`config.mk`:
```
export PLATFORM = sky130hd
export DESIGN_NAME = cursor_overlay
export DESIGN_NICKNAME = d
export VERILOG_FILES = /design/src/rtl/cursor_pkg.sv /design/src/rtl/cursor_mode_reg.sv /design/src/rtl/cursor_blink_timer.sv /design/src/rtl/cursor_cell_match.sv /design/src/rtl/cursor_overlay.sv
export SDC_FILE = /design/constraint.sdc
export NUM_CORES = 1
export LEC_CHECK = 0
export BUFFER_PORTS_ARGS = -buffer_cell sky130_fd_sc_hd__clkbuf_2
export CORE_MARGIN = 2
export CORE_UTILIZATION = 37
export DETAILED_ROUTE_END_ITERATION = 7
export HOLD_SLACK_MARGIN = 0.1
export MAX_ROUTING_LAYER = met4
export PLACE_DENSITY = 0.73
export SYNTH_ARGS = -nofsm -noshare
export SYNTH_HDL_FRONTEND = slang
export SYNTH_HIERARCHICAL = 1
export SYNTH_SLANG_ARGS = --single-unit
```
`constraint.sdc`:
```
create_clock -name clk -period 1.02 [get_ports clk]
set_input_delay 0.051 -clock clk [delete_from_list [all_inputs] [get_ports clk]]
set_output_delay 0.051 -clock clk [all_outputs]
set_load 0.005 [all_outputs]
```
`src/rtl/cursor_pkg.sv`:
```
package cursor_pkg;

    typedef enum logic {
        SHAPE_BLOCK = 1'b0,
        SHAPE_UNDER = 1'b1
    } shape_e;

    typedef struct packed {
        logic   visible;
        shape_e shape;
        logic   blink_en;
    } cur_mode_t;

    typedef struct packed {
        logic hide;
        logic block;
        logic under;
        logic blink;
        logic steady;
    } cur_cmd_t;

    localparam cur_mode_t MODE_RESET = '{visible: 1'b1, shape: SHAPE_BLOCK, blink_en: 1'b1};

    // Shape coverage of one scan line within a cell
    function automatic logic shape_covers(input shape_e shape, input logic is_last_line);
        return (shape == SHAPE_BLOCK) || is_last_line;
    endfunction

endpackage

```
`src/rtl/cursor_mode_reg.sv`:
```
module cursor_mode_reg
    import cursor_pkg::*;
(
    input  logic      clk,
    input  logic      rst,
    input  cur_cmd_t  cmd,
    output cur_mode_t mode,
    output logic      blink_restart
);

    cur_mode_t mode_q;
    cur_mode_t mode_d;

    always_comb begin
        mode_d = mode_q;
        if (cmd.hide) begin
            mode_d.visible = 1'b0;
        end else if (cmd.block) begin
            mode_d.visible = 1'b1;
            mode_d.shape   = SHAPE_BLOCK;
        end else if (cmd.under) begin
            mode_d.visible = 1'b1;
            mode_d.shape   = SHAPE_UNDER;
        end
        if (cmd.steady) begin
            mode_d.blink_en = 1'b0;
        end else if (cmd.blink) begin
            mode_d.blink_en = 1'b1;
        end
    end

    always_ff @(posedge clk) begin
        if (rst) begin
            mode_q <= MODE_RESET;
        end else begin
            mode_q <= mode_d;
        end
    end

    assign mode          = mode_q;
    assign blink_restart = cmd.blink && !cmd.steady;

endmodule

```
`src/rtl/cursor_blink_timer.sv`:
```
module cursor_blink_timer #(
    parameter  int TICKS_HALF = 30,
    localparam int CNT_W      = (TICKS_HALF > 1) ? $clog2(TICKS_HALF) : 1
) (
    input  logic clk,
    input  logic rst,
    input  logic frame_tick,
    input  logic restart,
    output logic phase_on
);

    localparam logic [CNT_W-1:0] CNT_LAST = CNT_W'(TICKS_HALF - 1);

    logic [CNT_W-1:0] cnt_q;
    logic             phase_q;

    always_ff @(posedge clk) begin
        if (rst || restart) begin
            cnt_q   <= '0;
            phase_q <= 1'b1;
        end else if (frame_tick) begin
            if (cnt_q == CNT_LAST) begin
                cnt_q   <= '0;
                phase_q <= !phase_q;
            end else begin
                cnt_q <= cnt_q + 1'b1;
            end
        end
    end

    assign phase_on = phase_q;

endmodule

```
`src/rtl/cursor_cell_match.sv`:
```
module cursor_cell_match
    import cursor_pkg::*;
#(
    parameter int ROW_W  = 5,
    parameter int COL_W  = 6,
    parameter int LINE_W = 3,
    parameter int CELL_H = 8
) (
    input  cur_mode_t         mode,
    input  logic              phase_on,
    input  logic [LINE_W-1:0] pix_line,
    input  logic [ROW_W-1:0]  cell_row,
    input  logic [COL_W-1:0]  cell_col,
    input  logic [ROW_W-1:0]  cur_row,
    input  logic [COL_W-1:0]  cur_col,
    output logic              hit
);

    localparam logic [LINE_W-1:0] LAST_LINE = LINE_W'(CELL_H - 1);

    logic at_cell;
    logic on_shape;
    logic lit_phase;

    always_comb begin
        at_cell   = (cell_row == cur_row) && (cell_col == cur_col);
        on_shape  = shape_covers(mode.shape, pix_line == LAST_LINE);
        lit_phase = !mode.blink_en || phase_on;
        hit       = mode.visible && at_cell && on_shape && lit_phase;
    end

endmodule

```
`src/rtl/cursor_overlay.sv`:
```
module cursor_overlay
    import cursor_pkg::*;
#(
    parameter  int ROWS       = 25,
    parameter  int COLS       = 40,
    parameter  int CELL_H     = 8,
    parameter  int TICKS_HALF = 30,
    localparam int ROW_W      = $clog2(ROWS),
    localparam int COL_W      = $clog2(COLS),
    localparam int LINE_W     = $clog2(CELL_H)
) (
    input  logic              clk,
    input  logic              rst,
    input  logic              frame_tick,
    input  logic              cmd_hide,
    input  logic              cmd_block,
    input  logic              cmd_under,
    input  logic              cmd_blink,
    input  logic              cmd_steady,
    input  logic [LINE_W-1:0] pix_line,
    input  logic [ROW_W-1:0]  cell_row,
    input  logic [COL_W-1:0]  cell_col,
    input  logic [ROW_W-1:0]  cur_row,
    input  logic [COL_W-1:0]  cur_col,
    output logic              cursor_px
);

    cur_cmd_t  cmd;
    cur_mode_t mode;
    logic      blink_restart;
    logic      phase_on;

    assign cmd = '{hide: cmd_hide, block: cmd_block, under: cmd_under,
                   blink: cmd_blink, steady: cmd_steady};

    cursor_mode_reg u_mode (
        .clk           (clk),
        .rst           (rst),
        .cmd           (cmd),
        .mode          (mode),
        .blink_restart (blink_restart)
    );

    cursor_blink_timer #(.TICKS_HALF(TICKS_HALF)) u_blink (
        .clk        (clk),
        .rst        (rst),
        .frame_tick (frame_tick),
        .restart    (blink_restart),
        .phase_on   (phase_on)
    );

    cursor_cell_match #(
        .ROW_W  (ROW_W),
        .COL_W  (COL_W),
        .LINE_W (LINE_W),
        .CELL_H (CELL_H)
    ) u_match (
        .mode     (mode),
        .phase_on (phase_on),
        .pix_line (pix_line),
        .cell_row (cell_row),
        .cell_col (cell_col),
        .cur_row  (cur_row),
        .cur_col  (cur_col),
        .hit      (cursor_px)
    );

endmodule

```
==> results summary, run 1 <==
TritonCTS built the clock tree. The count of maximum capacitance violations is 0. The die covers 1861 µm².

Setup repair after global routing could not meet its margin everywhere. The total number of placement rows is 14. The final antenna-violating net count came out at 0. The endpoint type of the worst setup path is an output pin.

The worst IR drop on VDD came out at 552.3 µV. The most common cell in the synthesized netlist is sky130_fd_sc_hd__xnor2_1. The initial antenna violation count is 0. The largest clock skew in the final design is 0.003024 ns.

The I/O pin count is 34. The maximum fanout encountered on the critical timing path is 2. The total setup violations reported at the end of the flow came out at 1. The floorplan step set the die width to 43.14 µm. In the final layout, the share of cells above drive strength 1 is 0.5000. The number of instances in the synthesized netlist came out at 60. STA classifies the critical path startpoint as a flop. The DRC violation total after the first TritonRoute iteration is 1. The worst slew margin relative to its limit is 0.8374. Among all flip-flop cells after synthesis, the most frequent one is sky130_fd_sc_hd__dfxtp_1. At the end of routability-driven placement, the weighted congestion stood at 0.6168.

The fraction of post-synthesis cell area in the top cell type by area came out at 0.3179. The checks that failed: negative setup slack. The accumulated negative setup slack came out at -0.2299 ns. The pin count of the biggest net entering global routing came out at 8. The hold path startpoint is rst. For this run, the register share of the synthesized area comes to 0.3179. The final-report max-slew violation count is 0.

The initial cell density of the core is 0.3852. The tree is rooted in a sky130_fd_sc_hd__clkbuf_4. The layout has 132 filler cells. For flop-to-flop paths, the worst setup slack is 0.03 ns.

The number of global-route vias before repair came out at 543. The combined area of all synthesized cells is 566.8 µm². The total nets after synthesis is 95. The count of cells in the finished layout, fillers not included, comes to 124. The cell count after placement came out at 112. The first global-routing pass estimated 2070 µm of wire.

The leakage power came out at 0.4082 nW. The average routed wire per standard cell is 10.48 µm. The placed cell area is 770.7 µm². The number of cells traversed by the worst hold path is 4.

The total core area came out at 1471 µm². After detailed routing, the total wire length is 1300 µm. The flip-flop and latch count after synthesis came out at 9.

The fraction of registers with async set/reset is 0. After routing the design area is 897.1 µm². The area added between synthesis and finish came out at 58.28%. The total overflow reported by the global router is 0. The worst register-to-register path ends at u_blink/cnt_q[4]$_SDFFE_PP0P_. After synthesis, the netlist uses 23 different library cells. The number of setup buffers added after CTS is 0. Buffers placed on the I/O ports in this run total 33. The count of final hold-check violations came out at 0.

The via total after detailed routing is 584. The total routing resource utilization after global routing is 0.1499. The average cell area after synthesis is 9.447 µm². The critical path is of the flop to output pin type.

The endpoint required time on the critical path came out at 0.97 ns. In this run the critical register-to-register path is launched from u_blink/cnt_q[3]$_SDFFE_PP0P_. The top achievable clock speed is 800.1 MHz. The commonest cells after synthesis are 10 x sky130_fd_sc_hd__xnor2_1, 9 x sky130_fd_sc_hd__dfxtp_1, 7 x sky130_fd_sc_hd__nor2_1, 5 x sky130_fd_sc_hd__inv_1, 5 x sky130_fd_sc_hd__nand4_1.

The number of cells on the worst reg-to-reg path is 3. The number of buffers on the longest clock path is 2. The slack of the critical path came out at -0.2299 ns.

The arrival time at the worst endpoint is 1.20 ns. The type of the worst min-delay path is primary input to flop. The final routed DRC violation total came out at 0. The final critical delay including setup and external delays is 1.250 ns. The fraction of the cycle the final worst path needs is 1.225. The largest area contributor in the synthesized netlist is sky130_fd_sc_hd__dfxtp_1. The number of clock buffers inserted by TritonCTS came out at 3. The worst hold path terminates at u_blink/cnt_q[1]$_SDFFE_PP0P_. The placed wire-length estimate after detailed placement is 914.1 µm.

The number of antenna diodes in the final layout is 0. After clock tree synthesis, the clock-pin slew on the worst setup and hold paths is 0.06 ns. The worst slack at placement came out at -0.04289 ns. The worst-margin pin slew came out at 0.2435 ns.

The clock latency at the later pin of the worst-skew pair came out at 0.26 ns. The power per standard cell area came out at 968.2 nW/µm². The number of flops mapped to enable cells by yosys is 0.

The number of clock sinks came out at 9. CTS built an H-tree with a depth of 1. Dividing the detail-routed via count by the number of cells gives 4.710.

The first-pass iteration count of the detailed router is 3. The count of warnings emitted by yosys is 6. For this run, the post-layout net count is 144. The run finished, with violations left. The die height is 43.14 µm.

The design draws 868.6 µW. By area the synthesized netlist is led by sky130_fd_sc_hd__dfxtp_1 32%, sky130_fd_sc_hd__xnor2_1 15%, sky130_fd_sc_hd__xor2_1 6.2%.
per-stage QoR:
step	hold slack, ns	utilization
after floorplan	0.1172	-
after global placement	0.2554	0.5238
final	0.09516	0.6097
after CTS	0.1220	0.5978
after detailed placement	0.2631	0.5238
after global routing	0.1046	0.6097
worst max-delay path: stages (launching register included):
cell and delay [ns]:
sky130_fd_sc_hd__dfxtp_2 0.33, sky130_fd_sc_hd__inv_2 0.04, sky130_fd_sc_hd__a21oi_2 0.11, sky130_fd_sc_hd__nand4_1 0.09, sky130_fd_sc_hd__a2111oi_2 0.20, sky130_fd_sc_hd__buf_2 0.17
sequential cells by signal (all words and copies together) (netlist names):
| name | count |
|---|---|
| u_blink/cnt_q | 5 |
| u_blink/phase_on | 1 |
| u_mode/mode | 3 |
what timing repair did:
action                     in CTS  in global routing
hold buffers                    8                  0
pin swaps                       1                  2
setup endpoints to repair       3                  7
gates resized for setup         3                  7
hold endpoints to repair        4                  0
cell families (layout without fill, tap and decap cells):
logic type | after synthesis | in the layout | share of synthesized area
adder cells (fa/ha/maj) | 2 | 2 | 0.04414
buffers and inverters | 6 | 54 | 0.05298
flip-flops | 9 | 9 | 0.3179
XOR/XNOR | 15 | 15 | 0.2450
AO/OA/AOI/OAI | 8 | 8 | 0.1479
AND/OR/NAND/NOR | 20 | 20 | 0.1921
routing by layer:
metal,track usage,up-vias,share of wire
met5,-,-,0
met4,0.09091,0,0.0062
met3,0.02979,2,0.13
met2,0.2478,29,0.49
met1,0.1632,253,0.36
li1,-,300,-
layout by cell type, fill, tap and decap left out, types with 2 or more instances in the layout:
| master | n |
|---|---|
| sky130_fd_sc_hd__dlygate4sd3_1 | 8 |
| sky130_fd_sc_hd__dfxtp_2 | 4 |
| sky130_fd_sc_hd__nor2_1 | 6 |
| sky130_fd_sc_hd__clkbuf_2 | 32 |
| sky130_fd_sc_hd__inv_2 | 2 |
| sky130_fd_sc_hd__nand4_1 | 5 |
| sky130_fd_sc_hd__nor3_1 | 2 |
| sky130_fd_sc_hd__inv_1 | 3 |
| sky130_fd_sc_hd__o21bai_1 | 2 |
| sky130_fd_sc_hd__dfxtp_1 | 5 |
| sky130_fd_sc_hd__clkbuf_4 | 3 |
| sky130_fd_sc_hd__xor2_1 | 4 |
| sky130_fd_sc_hd__buf_4 | 4 |
| sky130_fd_sc_hd__ha_1 | 2 |
| sky130_fd_sc_hd__xnor2_1 | 10 |
where the power goes:
group          total, mW  internal, mW  switching, mW
Combinational      0.216         0.130         0.0859
Sequential         0.377         0.367         0.0106
Clock              0.276         0.151          0.125
Total              0.869         0.647          0.222
cell type report:
class                   count  area [µm²]  area share
well taps                  16       20.02     0.02232
flip-flops and latches      9       185.2      0.2064
multi-input cells          45       371.6      0.4142
inverters                   5       18.77     0.02092
repair buffers             45       275.3      0.3068
clock buffers               4       26.28     0.02929
worst max path at each step:
stage                             startpoint                            end  cells after the start
6_report       u_blink/phase_on$_SDFFE_PP1P_                      cursor_px                      5
5_1_grt        u_blink/phase_on$_SDFFE_PP1P_                      cursor_px                      5
4_1_cts        u_blink/phase_on$_SDFFE_PP1P_                      cursor_px                      5
3_5_place_dp   u_blink/cnt_q[1]$_SDFFE_PP0P_  u_blink/cnt_q[1]$_SDFFE_PP0P_                      5
3_3_place_gp   u_blink/phase_on$_SDFFE_PP1P_                      cursor_px                      5
2_1_floorplan  u_blink/cnt_q[1]$_SDFFE_PP0P_  u_blink/cnt_q[1]$_SDFFE_PP0P_                      5
No activity file was read; power rests on OpenSTA's default activity.
==> run 2, diff against run 1 <==
--- a/config.mk
+++ b/config.mk
@@ -5,13 +5,14 @@
 export SDC_FILE = /design/constraint.sdc
 export NUM_CORES = 1
 export LEC_CHECK = 0
-export BUFFER_PORTS_ARGS = -buffer_cell sky130_fd_sc_hd__clkbuf_2
+export BUFFER_PORTS_ARGS = -buffer_cell sky130_fd_sc_hd__buf_2
 export CORE_MARGIN = 2
 export CORE_UTILIZATION = 37
 export DETAILED_ROUTE_END_ITERATION = 7
 export HOLD_SLACK_MARGIN = 0.1
 export MAX_ROUTING_LAYER = met4
 export PLACE_DENSITY = 0.73
+export REMOVE_ABC_BUFFERS = 1
 export SYNTH_ARGS = -nofsm -noshare
 export SYNTH_HDL_FRONTEND = slang
 export SYNTH_HIERARCHICAL = 1
==> run 2 against run 1 <==
  * The run still ends with negative setup slack left
  * Largest power group unchanged
  * Maximum frequency rose by 0.62%
  * First-iteration DRC count rose to 8.0 times the previous value
  * Power rose by 0.75%
  * Sequential share of layout area rose by 0.053 points
  * Wire length rose by 2.8%
  * Worst setup slack improved by 0.0077 ns
  * Global-route usage rose by 0.73 points
  * Critical path depth did not move
  * Sequential power barely moved
==> results summary, run 2 (synthesis results as in run 1) <==
Across the VDD grid, the largest voltage drop is 549.2 µV. The run finished, with violations left. The fraction of the cycle the final worst path needs came out at 1.218. The worst register-to-register path has a setup slack of 0.05 ns.

The detailed-route wire length is 1336 µm. Across every metal layer, demand over resource in global routing totals 0.1571. Setup slack on the critical path of the routed design comes to -0.2222 ns. The global-route wire length before repair came out at 2132 µm. In this run the worst setup path begins at u_blink/phase_on$_SDFFE_PP1P_. The final reports fail on negative setup slack. The number of clock buffers inserted by TritonCTS is 3. The area added between synthesis and finish is 58.94%. The total core area is 1471 µm². After global routing the overflow that remains totals 0.

The count of maximum capacitance violations is 0. The clock passes through at most 2 buffers. The number of nets in the layout came out at 143. CTS saw 9 sinks. The part of the total power dissipated in sequential elements is 0.431. The number of global-route vias before repair is 553.

STA classifies the critical path startpoint as a flop. The switching power total came out at 228.4 µW. The maximum fanout encountered on the critical timing path came out at 2. The pin count of the biggest net entering global routing came out at 8.

The end point of the critical path is cursor_px. The number of setup buffers added after CTS is 0. The delay of the slowest cell on the worst path came out at 0.33 ns. The library cell used most frequently in the layout, excluding fill and tap cells, is sky130_fd_sc_hd__buf_2. The via total after detailed routing came out at 586. Routability-driven placement finished with a final weighted congestion of 0.6826. Dividing the detail-routed wire length by the instance count gives 10.86 µm.

The cell count after placement is 112. The endpoint required time on the critical path is 0.97 ns. The full die area is 1861 µm².

In this run the critical register-to-register path is captured at u_blink/cnt_q[0]$_SDFFE_PP0P_. The register with the most flip-flops in the final layout is u_blink/cnt_q. At the pin with the least slew margin, the transition time is 0.2460 ns. The register clock-pin slew on the reported worst setup and hold paths came out at 0.06 ns. The number of antenna repair diodes is 0. Setup repair after global routing could not meet its margin everywhere. The share of cells above drive strength 1 is 0.5514. TritonCTS built the clock tree.

The slowest stage of the critical path belongs to the cell sky130_fd_sc_hd__dfxtp_2. The final antenna-violating net count is 0. The port buffer count came out at 33. The I/O pin count is 34.

The first-pass iteration count of the detailed router came out at 2. The final routed DRC violation total came out at 0. The largest clock skew in the final design came out at 0.0009525 ns.

The library cells used most frequently in the layout, excluding fill and tap cells, are 33 x sky130_fd_sc_hd__buf_2, 10 x sky130_fd_sc_hd__xnor2_1, 7 x sky130_fd_sc_hd__dlygate4sd3_1. The top achievable clock speed came out at 805.1 MHz. The end-of-flow core utilization is 0.6122. The die height came out at 43.14 µm. For this run, the number of standard cells in the final layout without fillers is 123. The power per standard cell area is 971.3 nW/µm².

The register with the most flip-flops in the layout has 5 of them. The total setup violations reported at the end of the flow is 1. The later pin in the worst-skew pair is clocked with a latency of 0.26 ns.

The final-report max-slew violation count is 0. The placed wire-length estimate after detailed placement came out at 899.5 µm. The start of the worst register-to-register path is u_blink/cnt_q[1]$_SDFFE_PP0P_. The part of the power in combinational logic came out at 0.251. The count of H-tree levels built during CTS is 1.

Measured in cells, the most critical reg-to-reg path has a length of 5. The arrival time at the worst endpoint came out at 1.19 ns. The die boundary width came out at 43.14 µm. The initial cell density of the core came out at 0.3852. STA classifies the critical path endpoint as an output pin.

The detailed router finished its first iteration with 8 violations. The signal on the critical path passes through inv_2 > a21oi_2 > nand4_1 > a2111oi_2 > buf_2. The leakage power came out at 0.3927 nW. The worst slew margin relative to its limit is 0.8357. The final critical delay including setup and external delays is 1.242 ns. The tree is rooted in a sky130_fd_sc_hd__clkbuf_4. Of the total power, the share spent switching nets is 0.2610. The relative contribution of the clock network to total power is 0.317. The type of the worst min-delay path is primary input to flop. The setup path with the least slack is of type flop to output pin. The total number of placement rows is 14. The initial antenna violation count came out at 0.

The count of final hold-check violations is 0. Dividing the detail-routed via count by the number of cells gives 4.764. The internal portion of total power came out at 646.6 µW.
[run 2: cell count changes in the layout (fill, tap and decap cells not counted), sizes merged]
| cell | previous run | this run |
|---|---|---|
| clkbuf | 36 | 4 |
| buf | 5 | 37 |
| dlygate4sd3 | 8 | 7 |
[run 2: layout make-up]
class,instances,area [µm²]
Clock buffer,4,26.28
Fill cell,131,570.5
Inverter,5,18.77
Multi-Input combinational cell,45,384.1
Sequential cell,9,186.4
Tap cell,16,20.02
Timing Repair Buffer,44,265.3
[run 2: through the flow]
| stage | total power [mW] | hold WS (ns) | TNS [ns] | cell area, µm² | setup slack, ns |
|---|---|---|---|---|---|
| floorplan | 0.4725 | 0.1172 | 0 | 555.5 | 0.01716 |
| global placement | 0.5641 | 0.2559 | 0 | 770.7 | 0.01774 |
| detailed placement | 0.5691 | 0.2608 | -0.04273 | 770.7 | -0.04016 |
| CTS | 0.8758 | 0.1222 | -0.3553 | 869.6 | -0.2681 |
| global route | 0.9310 | 0.1761 | -0.3684 | 900.9 | -0.3323 |
| finish | 0.8750 | 0.1545 | -0.2222 | 900.9 | -0.2222 |
[run 2: worst max-delay path, delay by kind of cell, from the launching register on]
kind	cells	cell delay, ns
flip-flops	1	0.33
AO/OA/AOI/OAI	2	0.31
buffers and inverters	2	0.19
AND/OR/NAND/NOR	1	0.09
[run 2: metal layers]
layer	vias up	GRT usage	wire (µm)
met1	257	0.1662	521
met3	0	0.05106	174
met4	0	0.09091	0
li1	299	-	-
met5	-	-	0
met2	30	0.2537	640
[run 2: repair_timing]
item | 4_1_cts | 5_1_grt
setup endpoints to repair | 4 | 6
pin swaps | 1 | 4
gates cloned | 0 | 0
hold endpoints to repair | 5 | 4
hold buffers | 7 | 1
gates resized for setup | 3 | 12
[run 2: worst min-delay path by stage]
stage / from / endpoint / slack (ns) / depth (start not counted)
2_1_floorplan: rst / u_mode/mode[1]$_SDFFE_PP0P_ / 0.12 / 1
3_3_place_gp: cmd_steady / u_mode/mode[0]$_SDFFE_PP1P_ / 0.26 / 2
3_5_place_dp: cmd_block / u_mode/mode[1]$_SDFFE_PP0P_ / 0.26 / 2
4_1_cts: frame_tick / u_blink/cnt_q[0]$_SDFFE_PP0P_ / 0.12 / 3
5_1_grt: frame_tick / u_blink/cnt_q[0]$_SDFFE_PP0P_ / 0.18 / 3
6_report: frame_tick / u_blink/cnt_q[0]$_SDFFE_PP0P_ / 0.15 / 3
[run 2: power groups by stage]
stage | registers, mW | logic, mW | clock network [mW]
after floorplan | 0.382 | 0.0904 | 0
after global placement | 0.382 | 0.182 | 0
after detailed placement | 0.382 | 0.187 | 0
after CTS | 0.375 | 0.210 | 0.291
after global routing | 0.379 | 0.243 | 0.309
final | 0.377 | 0.220 | 0.278
